<file path="src/rtl/adc_seq_pkg.sv">
package adc_seq_pkg;
   typedef enum logic [3:0] {
      B_IDLE,
      B_ADDR,
      B_AACK,
      B_AHOLD,
      B_WR,
      B_WACK,
      B_WHOLD,
      B_RD,
      B_RACK,
      B_RGO,
      B_IGNORE
   } bus_st_e;
endpackage

</file>
<file path="src/rtl/adc_line_sync.sv">
module adc_line_sync #(
   parameter int STAGES = 2
) (
   input  logic clk,
   input  logic rst_n,
   input  logic scl_i,
   input  logic sda_i,
   output logic scl_o,
   output logic sda_o,
   output logic scl_rise_o,
   output logic scl_fall_o,
   output logic start_o,
   output logic stop_o
);
   logic [STAGES-1:0] scl_chain;
   logic [STAGES-1:0] sda_chain;
   logic              scl_q;
   logic              sda_q;

   generate
      if (STAGES < 2) begin : g_bad_stages
         $error("adc_line_sync: STAGES must be at least 2");
      end
      if (STAGES == 2) begin : g_two
         always_ff @(posedge clk or negedge rst_n) begin
            if (!rst_n) begin
               scl_chain <= '1;
               sda_chain <= '1;
            end else begin
               scl_chain <= {scl_chain[0], scl_i};
               sda_chain <= {sda_chain[0], sda_i};
            end
         end
      end else begin : g_many
         always_ff @(posedge clk or negedge rst_n) begin
            if (!rst_n) begin
               scl_chain <= '1;
               sda_chain <= '1;
            end else begin
               scl_chain <= {scl_chain[STAGES-2:0], scl_i};
               sda_chain <= {sda_chain[STAGES-2:0], sda_i};
            end
         end
      end
   endgenerate

   always_ff @(posedge clk or negedge rst_n) begin
      if (!rst_n) begin
         scl_q <= 1'b1;
         sda_q <= 1'b1;
      end else begin
         scl_q <= scl_chain[STAGES-1];
         sda_q <= sda_chain[STAGES-1];
      end
   end

   assign scl_o      = scl_chain[STAGES-1];
   assign sda_o      = sda_chain[STAGES-1];
   assign scl_rise_o = scl_o & ~scl_q;
   assign scl_fall_o = ~scl_o & scl_q;
   assign start_o    = scl_o & scl_q & sda_q & ~sda_o;
   assign stop_o     = scl_o & scl_q & ~sda_q & sda_o;
endmodule

</file>
<file path="src/rtl/adc_conv_track.sv">
module adc_conv_track #(
   parameter int DATA_W = 16
) (
   input  logic              clk,
   input  logic              rst_n,
   input  logic              req_i,
   input  logic              done_i,
   input  logic [DATA_W-1:0] result_i,
   output logic              start_o,
   output logic              busy_o,
   output logic [DATA_W-1:0] result_o
);
   logic              kick_q;
   logic              busy_q;
   logic              start_q;
   logic [DATA_W-1:0] res_q;
   logic              fire;

   assign fire = (kick_q | req_i) & ~busy_q;

   always_ff @(posedge clk or negedge rst_n) begin
      if (!rst_n) begin
         kick_q  <= 1'b1;
         busy_q  <= 1'b0;
         start_q <= 1'b0;
         res_q   <= '0;
      end else begin
         start_q <= fire;
         if (fire) begin
            kick_q <= 1'b0;
            busy_q <= 1'b1;
         end else if (busy_q && done_i) begin
            busy_q <= 1'b0;
            res_q  <= result_i;
         end
      end
   end

   assign start_o  = start_q;
   assign busy_o   = busy_q;
   assign result_o = res_q;

   p_start_pulse_r2: assert property (@(posedge clk) disable iff (!rst_n)
      start_q |=> !start_q);
   p_no_start_busy_r2: assert property (@(posedge clk) disable iff (!rst_n)
      start_q |-> !$past(busy_q));
endmodule

</file>
<file path="src/rtl/adc_bus_fsm.sv">
module adc_bus_fsm
   import adc_seq_pkg::*;
#(
   parameter int         DATA_W    = 16,
   parameter logic [6:0] DEV_ADDR  = 7'b0010100,
   parameter logic [6:0] SYNC_ADDR = 7'b1110111
) (
   input  logic              clk,
   input  logic              rst_n,
   input  logic              scl_s,
   input  logic              sda_s,
   input  logic              scl_rise,
   input  logic              scl_fall,
   input  logic              start_det,
   input  logic              stop_det,
   input  logic              busy_i,
   input  logic [DATA_W-1:0] result_i,
   output logic              sda_pd_o,
   output logic              mode30_o,
   output logic              conv_req_o
);
   localparam int NBYTES = DATA_W / 8;
   localparam int BI_W   = (NBYTES > 1) ? $clog2(NBYTES) : 1;

   generate
      if ((DATA_W % 8) != 0 || DATA_W < 8) begin : g_bad_width
         $error("adc_bus_fsm: DATA_W must be a positive multiple of 8");
      end
   endgenerate

   bus_st_e           st_q;
   logic [2:0]        bitcnt_q;
   logic [BI_W-1:0]   byte_q;
   logic [6:0]        sh_q;
   logic [DATA_W-1:0] rsr_q;
   logic              rd_q;
   logic              txn_ok_q;
   logic              pd_q;
   logic              mode_q;
   logic              req_q;
   logic              hit_dev;
   logic              hit_sync;
   logic              accept;
   logic              last_byte;

   always_comb begin
      hit_dev   = (sh_q == DEV_ADDR);
      hit_sync  = (sh_q == SYNC_ADDR) && !sda_s;
      accept    = (hit_dev || hit_sync) && !busy_i;
      last_byte = (byte_q == BI_W'(NBYTES - 1));
   end

   always_ff @(posedge clk or negedge rst_n) begin
      if (!rst_n) begin
         st_q     <= B_IDLE;
         bitcnt_q <= '0;
         byte_q   <= '0;
         sh_q     <= '0;
         rsr_q    <= '0;
         rd_q     <= 1'b0;
         txn_ok_q <= 1'b0;
         pd_q     <= 1'b0;
         mode_q   <= 1'b0;
         req_q    <= 1'b0;
      end else begin
         req_q <= 1'b0;
         if (start_det) begin
            st_q     <= B_ADDR;
            bitcnt_q <= '0;
            pd_q     <= 1'b0;
         end else if (stop_det) begin
            st_q     <= B_IDLE;
            pd_q     <= 1'b0;
            req_q    <= txn_ok_q && !busy_i;
            txn_ok_q <= 1'b0;
         end else begin
            unique case (st_q)
               B_ADDR: if (scl_rise) begin
                  if (bitcnt_q == 3'd7) begin
                     if (accept) begin
                        st_q     <= B_AACK;
                        rd_q     <= sda_s;
                        txn_ok_q <= 1'b1;
                        if (sda_s) rsr_q <= result_i;
                     end else begin
                        st_q     <= B_IGNORE;
                        txn_ok_q <= 1'b0;
                     end
                  end else begin
                     sh_q     <= {sh_q[5:0], sda_s};
                     bitcnt_q <= bitcnt_q + 3'd1;
                  end
               end
               B_AACK: if (scl_fall) begin
                  pd_q <= 1'b1;
                  st_q <= B_AHOLD;
               end
               B_AHOLD: if (scl_fall) begin
                  bitcnt_q <= '0;
                  byte_q   <= '0;
                  if (rd_q) begin
                     pd_q <= ~rsr_q[DATA_W-1];
                     st_q <= B_RD;
                  end else begin
                     pd_q <= 1'b0;
                     st_q <= B_WR;
                  end
               end
               B_WR: if (scl_rise) begin
                  if (bitcnt_q == 3'd7) begin
                     mode_q <= sda_s;
                     st_q   <= B_WACK;
                  end else begin
                     bitcnt_q <= bitcnt_q + 3'd1;
                  end
               end
               B_WACK: if (scl_fall) begin
                  pd_q <= 1'b1;
                  st_q <= B_WHOLD;
               end
               B_WHOLD: if (scl_fall) begin
                  pd_q <= 1'b0;
                  st_q <= B_IGNORE;
               end
               B_RD: if (scl_fall) begin
                  if (bitcnt_q == 3'd7) begin
                     pd_q <= 1'b0;
                     if (last_byte) begin
                        req_q    <= !busy_i;
                        txn_ok_q <= 1'b0;
                        st_q     <= B_IGNORE;
                     end else begin
                        st_q <= B_RACK;
                     end
                  end else begin
                     bitcnt_q <= bitcnt_q + 3'd1;
                     rsr_q    <= rsr_q << 1;
                     pd_q     <= ~rsr_q[DATA_W-2];
                  end
               end
               B_RACK: if (scl_rise) begin
                  st_q <= sda_s ? B_IGNORE : B_RGO;
               end
               B_RGO: if (scl_fall) begin
                  rsr_q    <= rsr_q << 1;
                  pd_q     <= ~rsr_q[DATA_W-2];
                  bitcnt_q <= '0;
                  byte_q   <= byte_q + BI_W'(1);
                  st_q     <= B_RD;
               end
               default: ;
            endcase
         end
      end
   end

   assign sda_pd_o   = pd_q;
   assign mode30_o   = mode_q;
   assign conv_req_o = req_q;

   p_pd_scl_low_r4: assert property (@(posedge clk) disable iff (!rst_n)
      !$stable(pd_q) |-> !$past(scl_s));
   p_ack_idle_only_r3: assert property (@(posedge clk) disable iff (!rst_n)
      (st_q == B_AHOLD) |-> !busy_i);
   p_mode_on_byte_r5: assert property (@(posedge clk) disable iff (!rst_n)
      !$stable(mode_q) |-> $past(st_q == B_WR));
   p_released_r10: assert property (@(posedge clk) disable iff (!rst_n)
      (st_q == B_IDLE || st_q == B_IGNORE) |-> !pd_q);
endmodule

</file>
<file path="src/rtl/adc_i2c_seq.sv">
module adc_i2c_seq #(
   parameter int         DATA_W      = 16,
   parameter int         SYNC_STAGES = 2,
   parameter logic [6:0] DEV_ADDR    = 7'b0010100,
   parameter logic [6:0] SYNC_ADDR   = 7'b1110111
) (
   input  logic              clk,
   input  logic              rst_n,
   input  logic              scl_i,
   input  logic              sda_i,
   output logic              sda_pd_o,
   output logic              conv_start_o,
   output logic              conv_mode30_o,
   input  logic              conv_done_i,
   input  logic [DATA_W-1:0] conv_result_i
);
   logic              scl_s;
   logic              sda_s;
   logic              scl_rise;
   logic              scl_fall;
   logic              start_det;
   logic              stop_det;
   logic              busy;
   logic              conv_req;
   logic [DATA_W-1:0] result;

   adc_line_sync #(.STAGES(SYNC_STAGES)) u_sync (
      .clk        (clk),
      .rst_n      (rst_n),
      .scl_i      (scl_i),
      .sda_i      (sda_i),
      .scl_o      (scl_s),
      .sda_o      (sda_s),
      .scl_rise_o (scl_rise),
      .scl_fall_o (scl_fall),
      .start_o    (start_det),
      .stop_o     (stop_det)
   );

   adc_bus_fsm #(
      .DATA_W    (DATA_W),
      .DEV_ADDR  (DEV_ADDR),
      .SYNC_ADDR (SYNC_ADDR)
   ) u_fsm (
      .clk        (clk),
      .rst_n      (rst_n),
      .scl_s      (scl_s),
      .sda_s      (sda_s),
      .scl_rise   (scl_rise),
      .scl_fall   (scl_fall),
      .start_det  (start_det),
      .stop_det   (stop_det),
      .busy_i     (busy),
      .result_i   (result),
      .sda_pd_o   (sda_pd_o),
      .mode30_o   (conv_mode30_o),
      .conv_req_o (conv_req)
   );

   adc_conv_track #(.DATA_W(DATA_W)) u_track (
      .clk      (clk),
      .rst_n    (rst_n),
      .req_i    (conv_req),
      .done_i   (conv_done_i),
      .result_i (conv_result_i),
      .start_o  (conv_start_o),
      .busy_o   (busy),
      .result_o (result)
   );
endmodule

</file>
<file path="config.mk">
export PLATFORM = sky130hd
export DESIGN_NAME = adc_i2c_seq
export DESIGN_NICKNAME = d
export VERILOG_FILES = /design/src/rtl/adc_seq_pkg.sv /design/src/rtl/adc_line_sync.sv /design/src/rtl/adc_conv_track.sv /design/src/rtl/adc_bus_fsm.sv /design/src/rtl/adc_i2c_seq.sv
export SDC_FILE = /design/constraint.sdc
export NUM_CORES = 1
export LEC_CHECK = 0
export BUFFER_PORTS_ARGS = -buffer_cell sky130_fd_sc_hd__buf_4
export CAP_MARGIN = 5
export CORE_ASPECT_RATIO = 1.5
export CORE_UTILIZATION = 55
export DETAILED_ROUTE_END_ITERATION = 6
export GPL_TIMING_DRIVEN = 0
export PLACE_DENSITY = 0.74
export SYNTH_ARGS = -nofsm -noshare
export SYNTH_HDL_FRONTEND = slang
export SYNTH_SLANG_ARGS = --single-unit
</file>
<file path="constraint.sdc">
create_clock -name clk -period 5.05 [get_ports clk]
set_input_delay 0.2525 -clock clk [delete_from_list [all_inputs] [get_ports clk]]
set_output_delay 0.2525 -clock clk [all_outputs]
set_load 0.01 [all_outputs]
</file>
==> out/results.txt, run 1 <==
Outcome: completed
Leakage: 1.75 nW
Relative slew margins: 0.509
Worst setup EP type: register
DRC viols: 0
Setup TNS: 0 ns
Setup bufs post-CTS: 0
Max_cap viols: 0
Die Footprint: 5980 um2
Layout filler cell count: 441
Hold/Removal Path Class: in -> reg
Cell Area, Synth: 3120 um2
Setup Viol. Count Final: 0
Synth cell types: 60
Most common flop cell mapped by yosys: dfrtp_1
CTS Sinks: 61
Final Hold Viols: 0
CTS hold repair buffers: 1
Rows: 33
Die X: 63.5 um
Worst Clk Skew: 0.00960 ns
Pwr Density: 314 nW/um2
Layout Cells excl Fill: 392
Post-Place Cells: 373
Area of the multi-input gates: 1460 um2
Synth area leader: dfrtp_1
Cells after Synth: 280
IO Count: 24
CP arrival: 2.62 ns
WS Path Type: reg -> reg
Final Net Count: 340
Deepest clock path buffer count: 2
RSZ-0062 raised after global routing: no
Hpwl dp: 4590 um
Routability Congestion: 0.924
Pwr Total: 1.14 mW
Seq cells post-synth: 61
H-tree levels: 3
CTS tree: yes
Max IR drop VDD: 311 uV
Post-DRT Antenna Nets: 0
Vias: 2,280
Setup crit start kind: register
Vias per cell: 5.82
Root Buffer: clkbuf_8
Largest net degree at the start of global routing: 62
Starting Density: 0.572
Synth warn: 0
Die Y: 94.2 um
Area Growth Syn to Fin: 16.7%
Initial antenna violation count: 0
Gr usage total: 0.239
Antenna Cells: 0
Vias in the first global route: 2,284
Proportion of netlist area held by the largest area contributor: 0.433
Syn avg cell area: 11.1 um2
Share of cells above drive strength 1: 0.332
CTS Buf Count: 9
Reg clk slew, reported paths: 0.07 ns
Cts repair resizes: 0
Register Area: 1540 um2
Crit path max fanout: 10
PortBufs: 23
Syn_nets: 303
Final period util: 0.476
Final Max Slew Viols: 0
WL final: 6400 um
Seq/Total Area, Yosys: 0.492
Data required, critical path: 5.27 ns
Routed WL per cell: 16.3 um
Clock insertion delay at the later pin of the skew report: 0.34 ns
Area of the core: 5450 um2
GR Overflow Total: 0
EDFF count, synth: 0
DR iter-0 viols: 125
First-pass GRT wire length: 10,600 um
Drt pass-1 iters: 4
Worst-Margin Slew: 0.737 ns
Minimum clock period: 2.40 ns
Leading post-synthesis cells by cell area: dfrtp_1 (43%), mux2_2 (8.7%), dfstp_2 (5.9%)
Fmax: 416 MHz
FFs w/ async S/R, synth: 1.00
where the power goes:
| part | total, mW | leakage (nW) | switching, mW | internal (mW) |
|---|---|---|---|---|
| sequential | 0.519 | 0.826 | 0.0136 | 0.506 |
| clock | 0.495 | 0.113 | 0.200 | 0.294 |
| combinational | 0.130 | 0.808 | 0.0728 | 0.0575 |
cells in the final DEF (no fill, tap or decap), types with 5 or more instances in the layout:
cell type,instances
a21oi_1,10
a21oi_2,14
buf_2,7
buf_4,26
clkbuf_8,10
dfrtp_1,54
dfstp_2,7
inv_1,7
mux2_2,24
mux2i_1,15
nand2_1,12
nand3_1,5
nor2_1,22
nor2b_1,9
o21ai_0,13
synthesized netlist by cell type (5+ instances only):
master   count
dfrtp_1     54
mux2_2      24
nor2_1      22
mux2i_1     15
a21oi_2     14
o21ai_0     13
nand2_1     12
a21oi_1     10
nor2b_1      9
buf_2        7
dfstp_2      7
inv_1        7
nand3_1      5
registers in the layout (all words and copies together), names as in the netlist:
name              flops
u_fsm.rsr_q          16
u_track.result_o     16
u_fsm.sh_q            7
u_fsm.st_q            4
u_fsm.bitcnt_q        3
u_sync.scl_chain      2
u_sync.sda_chain      2
u_fsm.byte_q          1
u_fsm.conv_req_o      1
u_fsm.mode30_o        1
u_fsm.rd_q            1
u_fsm.sda_pd_o        1
u_fsm.txn_ok_q        1
u_sync.scl_q          1
u_sync.sda_q          1
u_track.busy_o        1
u_track.kick_q        1
u_track.start_o       1
kinds of logic (layout without fill, tap and decap cells):
group / count (synthesis) / count (layout) / share of synthesized area
DFF: 61 / 61 / 0.492
AOI/OAI and AO/OA: 67 / 67 / 0.160
adders and majority gates: 2 / 2 / 0.00802
and+or+nand+nor: 84 / 84 / 0.155
xor gates and xnor gates: 2 / 2 / 0.00562
muxes: 40 / 40 / 0.138
buffers and inverters: 24 / 66 / 0.0405
final timing paths:
kind | depth (start not counted) | slack [ns] | from | to
worst max-delay path | 8 | 2.65 | u_fsm.bitcnt_q[0] | u_fsm.rsr_q[11]
worst min-delay path | 2 | 0.14 | conv_result_i[10] | u_track.result_o[10]
worst max register to register | 8 | 2.65 | u_fsm.bitcnt_q[0] | u_fsm.rsr_q[11]
worst min register to register | 0 | 0.36 | u_sync.sda_chain[0] | u_sync.sda_chain[1]
max in group asynchronous | 2 | 4.04 | rst_n | u_fsm.rsr_q[14]
min in group asynchronous | 2 | 0.52 | rst_n | u_fsm.bitcnt_q[1]
layout make-up:
class / count / share of cell area
clock inverters: 6 / 0.0258
clock buffers: 10 / 0.0378
well taps: 70 / 0.0241
plain buffers: 17 / 0.0275
repair buffers: 26 / 0.0557
flip-flops and latches: 61 / 0.422
inverters: 7 / 0.00722
multi-input cells: 195 / 0.400
per-stage QoR:
step                instance area (um2)  hold slack [ns]  setup WS, ns  utilization
floorplan                          3120          -0.0431          3.01            -
global route                       3640            0.122          2.55        0.668
global placement                   3380            0.346          2.71        0.620
detailed placement                 3380            0.347          2.66        0.620
finish                             3640            0.138          2.65        0.668
CTS                                3620         0.000908          2.63        0.664
worst max-delay path, stage by stage (launching register included):
cell,delay [ns]
dfrtp_1,0.39
ha_1,0.21
ha_1,0.18
buf_2,0.18
nor2b_1,0.26
a221oi_1,0.18
a2111oi_4,0.50
buf_4,0.31
a21oi_2,0.07
per-layer routing:
metal  up-vias  routed length [um]  share of wire  GRT usage
met5         -                   0              0          0
met2        57                3390           0.53      0.416
met3        18                 250          0.039     0.0631
met4         0                 207          0.032      0.127
li1       1087                   -              -          -
met1      1118                2540           0.40      0.263
Note: power is estimated with default switching activity, not from simulation.
==> run 2, diff against run 1 <==
==> constraint.sdc (replaced) <==
create_clock -name clk -period 2.4 [get_ports clk]
set_input_delay 0.12 -clock clk [delete_from_list [all_inputs] [get_ports clk]]
set_output_delay 0.12 -clock clk [all_outputs]
set_load 0.01 [all_outputs]
==> run 2 against run 1 <==
  * Hold slack got worse by 0.13 ns
  * Clock power rose by 110%
  * Clock skew up 0.0016 ns
  * Maximum frequency grew 6.0%
  * Count of clock-buffer cells in the layout is the same
  * Combinational power increased by 120%
  * Flip-flop and latch count unchanged
  * Die area stayed put
  * Critical path type unchanged
==> out/results.txt, run 2 (synthesis gave the netlist of run 1 again) <==
Buf/Inv on CP: 3 (was 2)
Routed WL per cell: 16.3 um (about the same)
Pwr Density: 647 nW/um2 (was 314 nW/um2)
Vias per cell: 5.85 (was 5.82)
Fmax: 441 MHz (was 416 MHz)
WL final: 6550 um (was 6400 um)
Drt pass-1 iters: 4 (unchanged)
DR iter-0 viols: 161 (was 125)
Starting Density: 0.572 (unchanged)
RSZ-0062 raised after global routing: no (unchanged)
Root Buffer: clkbuf_8 (unchanged)
Hpwl dp: 4590 um (unchanged)
Clock insertion delay at the later pin of the skew report: 0.34 ns (about the same)
CTS Buf Count: 9 (unchanged)
First-pass GRT wire length: 10,900 um (was 10,600 um)
Final Max Slew Viols: 0 (unchanged)
PortBufs: 23 (unchanged)
Leakage: 1.79 nW (was 1.75 nW)
Max_cap viols: 0 (unchanged)
Setup TNS: 0 ns (unchanged)
Slowest cell on the critical path: dfrtp_1 (was a2111oi_4)
DRC viols: 0 (unchanged)
Final Net Count: 351 (was 340)
Crit path max fanout: 10 (unchanged)
CTS tree: yes (unchanged)
Crit-path leading delay family: buffers and inverters (was compound AO/OA/AOI/OAI gates)
R2r setup slk: 0.13 ns (was 2.65 ns)
Vias in the first global route: 2,347 (was 2,284)
Post-DRT Antenna Nets: 0 (unchanged)
Routability Congestion: 0.924 (unchanged)
Share of cells above drive strength 1: 0.327 (was 0.332)
Most common cell after layout, fill and taps aside: dfrtp_1 (unchanged)
Worst Clk Skew: 0.0112 ns (was 0.00960 ns)
Minimum clock period: 2.27 ns (was 2.40 ns)
Worst-Margin Slew: 0.736 ns (was 0.737 ns)
Initial antenna violation count: 0 (unchanged)
Gr usage total: 0.244 (was 0.239)
H-tree levels: 3 (unchanged)
Pre-CTS setup slack: 0.0128 ns (was 2.66 ns)
Largest net degree at the start of global routing: 62 (unchanged)
Relative slew margins: 0.509 (about the same)
Reg clk slew, reported paths: 0.07 ns (about the same)
Deepest clock path buffer count: 2 (unchanged)
CP cell instances: ha_1 > ha_1 > buf_2 > nor2b_2 > a221oi_1 > a2111oi_4 > buf_4 > buf_4 > a21oi_2 (was ha_1 > ha_1 > buf_2 > nor2b_1 > a221oi_1 > a2111oi_4 > buf_4 > a21oi_2)
Setup Viol. Count Final: 0 (unchanged)
IO Count: 24 (unchanged)
Vias: 2,359 (was 2,280)
Hold/Removal Path Class: in -> reg (unchanged)
Final Hold Viols: 0 (unchanged)
Antenna Cells: 0 (unchanged)
Delay of the slowest cell on the worst path: 0.39 ns (was 0.50 ns)
Area Growth Syn to Fin: 20.3% (was 16.7%)
CP arrival: 2.49 ns (was 2.62 ns)
Most frequent cells in the layout: dfrtp_1 (54), buf_4 (27), mux2_2 (24) (was dfrtp_1 (54), buf_4 (26), mux2_2 (24))
Setup crit start kind: register (unchanged)
WS Path Type: reg -> reg (unchanged)
Final worst setup slack: 0.134 ns (was 2.65 ns)
Data required, critical path: 2.62 ns (was 5.27 ns)
Worst setup EP type: register (unchanged)
Final period util: 0.944 (was 0.476)
Max IR drop VDD: 654 uV (was 311 uV)
Die Y: 94.2 um (unchanged)
Outcome: completed (unchanged)
CTS Sinks: 61 (unchanged)
Die X: 63.5 um (unchanged)
Die Footprint: 5980 um2 (unchanged)
Area of the core: 5450 um2 (unchanged)
Rows: 33 (unchanged)
GR Overflow Total: 0 (unchanged)
run 2: per-stage QoR:
stage | hold WS, ns | instances | total power, mW | utilization | area, um2
finish | 0.0123 | 403 | 2.43 | 0.688 | 3750
CTS | 0.000673 | 403 | 2.44 | 0.688 | 3750
global route | 0.00615 | 403 | 2.52 | 0.688 | 3750
floorplan | -0.176 | 280 | 1.28 | - | 3120
global placement | 0.228 | 373 | 1.38 | 0.620 | 3380
detailed placement | 0.231 | 373 | 1.38 | 0.620 | 3380
run 2: timing repair:
action	in CTS	in global routing
pin swaps	1	0
gates resized for setup	0	1
setup endpoints to repair	10	10
buffers inserted	1	0
endpoints found under the hold margin	66	0
hold buffers	13	0
run 2: area by class of cell:
type	count	area [um2]
buffer	17	100
clock buffer	10	138
clock inverter	6	93.8
fill	423	1700
inverter	7	26.3
multi-input combinational	195	1460
sequential	61	1540
tap	70	87.6
timing repair buffer	37	310
run 2: layer usage:
metal  GRT usage  part of all wire
met2       0.427              0.53
met1       0.266              0.40
met4       0.131             0.032
met3      0.0655             0.039
met5           0                 0
run 2: final timing paths:
check | start | depth (start not counted) | endpoint
setup / recovery | u_fsm.bitcnt_q[0] | 9 | u_fsm.rsr_q[11]
hold / removal | conv_result_i[12] | 2 | u_track.result_o[12]
setup reg to reg | u_fsm.bitcnt_q[0] | 9 | u_fsm.rsr_q[11]
hold reg to reg | u_sync.sda_chain[0] | 0 | u_sync.sda_chain[1]
max in group asynchronous | rst_n | 2 | u_fsm.rsr_q[14]
min in group asynchronous | rst_n | 2 | u_fsm.bitcnt_q[1]
run 2: report_power, final:
part / switching [mW] / internal [mW]
Combinational: 0.157 / 0.132
Clock: 0.426 / 0.620
Sequential: 0.0285 / 1.06
Total: 0.611 / 1.82
==> run 3, diff against run 2 <==
--- a/config.mk
+++ b/config.mk
@@ -12,6 +12,7 @@
 export DETAILED_ROUTE_END_ITERATION = 6
 export GPL_TIMING_DRIVEN = 0
 export PLACE_DENSITY = 0.74
+export REMOVE_ABC_BUFFERS = 1
 export SYNTH_ARGS = -nofsm -noshare
 export SYNTH_HDL_FRONTEND = slang
 export SYNTH_SLANG_ARGS = --single-unit
==> run 3 against run 2 <==
  * Register-to-register slack about the same
  * Hold slack better by 0.0060 ns
  * Power down 2.2%
  * Design area down 1.1%
  * Critical path type unchanged
  * Largest cell class unchanged
==> out/results.txt, run 3 (synthesis gave the netlist of run 1 again) <==
Max_cap viols: 0 (unchanged)
Minimum clock period: 2.27 ns (about the same)
Vias: 2,229 (was 2,359)
RSZ-0062 raised after global routing: no (unchanged)
Routed WL per cell: 16.1 um (was 16.3 um)
Leakage: 1.74 nW (was 1.79 nW)
Clock insertion delay at the later pin of the skew report: 0.34 ns (about the same)
Post-DRT Antenna Nets: 0 (unchanged)
Fmax: 441 MHz (about the same)
Relative slew margins: 0.484 (was 0.509)
Pwr Density: 640 nW/um2 (was 647 nW/um2)
Worst Clk Skew: 0.00653 ns (was 0.0112 ns)
Deepest clock path buffer count: 2 (unchanged)
Crit path max fanout: 23 (was 10)
H-tree levels: 3 (unchanged)
Worst-Margin Slew: 0.772 ns (was 0.736 ns)
CTS tree: yes (unchanged)
Pre-CTS setup slack: -0.215 ns (was 0.0128 ns)
Starting Density: 0.572 (unchanged)
IO Count: 24 (unchanged)
Final worst setup slack: 0.130 ns (was 0.134 ns)
Setup Viol. Count Final: 0 (unchanged)
Post-Place Cells: 358 (was 373)
CP arrival: 2.49 ns (about the same)
Reg clk slew, reported paths: 0.06 ns (was 0.07 ns)
Vias per cell: 5.67 (was 5.85)
Area Growth Syn to Fin: 18.9% (was 20.3%)
Most frequent cells in the layout: dfrtp_1 (51), buf_4 (27), mux2_2 (24) (was dfrtp_1 (54), buf_4 (27), mux2_2 (24))
Hpwl dp: 4230 um (was 4590 um)
Layout Cells excl Fill: 393 (was 403)
Hold/Removal Path Class: in -> reg (unchanged)
Most common cell after layout, fill and taps aside: dfrtp_1 (unchanged)
PortBufs: 23 (unchanged)
Die Y: 94.2 um (unchanged)
Antenna Cells: 0 (unchanged)
Layout filler cell count: 419 (was 423)
Final Hold Viols: 0 (unchanged)
CTS Sinks: 61 (unchanged)
Gr usage total: 0.239 (was 0.244)
Max IR drop VDD: 482 uV (was 654 uV)
WS Path Type: reg -> reg (unchanged)
Drt pass-1 iters: 4 (unchanged)
DRC viols: 0 (unchanged)
Root Buffer: clkbuf_8 (unchanged)
Area of the core: 5450 um2 (unchanged)
First-pass GRT wire length: 10,600 um (was 10,900 um)
Die X: 63.5 um (unchanged)
Outcome: completed (unchanged)
Vias in the first global route: 2,245 (was 2,347)
Placed Area: 3300 um2 (was 3380 um2)
Finished Cell Area: 3710 um2 (was 3750 um2)
Die Footprint: 5980 um2 (unchanged)
Final period util: 0.946 (was 0.944)
DR iter-0 viols: 157 (was 161)
Routability Congestion: 0.901 (was 0.924)
Layout Utilization: 0.680 (was 0.688)
Worst setup EP type: register (unchanged)
Share of cells above drive strength 1: 0.319 (was 0.327)
Rows: 33 (unchanged)
WL final: 6340 um (was 6550 um)
Data required, critical path: 2.62 ns (about the same)
Final Net Count: 341 (was 351)
Setup crit start kind: register (unchanged)
Final Max Slew Viols: 0 (unchanged)
Initial antenna violation count: 0 (unchanged)
CTS Buf Count: 9 (unchanged)
Setup TNS: 0 ns (unchanged)
GR Overflow Total: 0 (unchanged)
Largest net degree at the start of global routing: 62 (unchanged)
## run 3: cell types whose count changed in the layout (fill, tap and decap cells not counted)
cell | previous run | this run
inv_6 | 1 | 0
clkinv_4 | 2 | 0
buf_1 | 2 | 0
clkbuf_2 | 1 | 0
dfrtp_2 | 0 | 3
ha_2 | 0 | 1
clkinv_2 | 0 | 1
dlygate4sd3_1 | 13 | 15
dfrtp_1 | 54 | 51
ha_1 | 2 | 1
buf_2 | 7 | 0
## run 3: layer usage
layer / global-route usage / vias to the layer above / wire [um] / part of all wire
li1: - / 1088 / - / -
met2: 0.405 / 53 / 3400 / 0.54
met3: 0.0631 / 15 / 212 / 0.033
met4: 0.134 / 0 / 217 / 0.034
met5: 0 / - / 0 / 0
met1: 0.269 / 1073 / 2500 / 0.39
## run 3: worst paths after layout
kind,startpoint,to,slack (ns),depth (start not counted)
max in group asynchronous,rst_n,u_fsm.st_q[2],1.47,2
min in group asynchronous,rst_n,u_fsm.bitcnt_q[2],0.38,2
worst max register to register,u_fsm.st_q[1],u_fsm.st_q[0],0.13,5
worst min register to register,u_sync.sda_chain[0],u_sync.sda_chain[1],0.36,0
worst min-delay path,conv_result_i[11],u_track.result_o[11],0.02,2
worst max-delay path,u_fsm.st_q[1],u_fsm.st_q[0],0.13,5
## run 3: critical path, cell delays in order, from the launching register on
cell and delay [ns]:
dfrtp_1 0.61, or4bb_1 0.63, o21ai_0 0.18, a32oi_1 0.16
o21ai_2 0.23, mux2_1 0.34
## run 3: cell type report
type	instances	area, um2	area share
Sequential cell	61	1540	0.415
Clock buffer	12	145	0.0391
Tap cell	70	87.6	0.0236
Inverter	7	26.3	0.00709
Multi-Input combinational cell	195	1460	0.394
Timing Repair Buffer	44	375	0.101
Clock inverter	4	72.6	0.0196
## run 3: metrics by stage
stage	hold slack [ns]	power, mW
global route	0.000625	2.47
global placement	0.229	1.36
detailed placement	0.230	1.36
CTS	0.00111	2.39
floorplan	-0.176	1.27
finish	0.0183	2.37
## run 3: timing repair
item                       4_1_cts  5_1_grt
hold endpoints to repair        67        1
pin swaps                        1        0
setup endpoints to repair       23       15
buffers inserted                 4        0
hold buffers                    14        1
gates resized for setup          2        3
## run 3: where the power goes
group	switching (mW)	total [mW]	internal (mW)
Sequential	0.0564	1.12	1.07
Combinational	0.119	0.245	0.126
Clock	0.394	1.01	0.612
Total	0.570	2.37	1.80
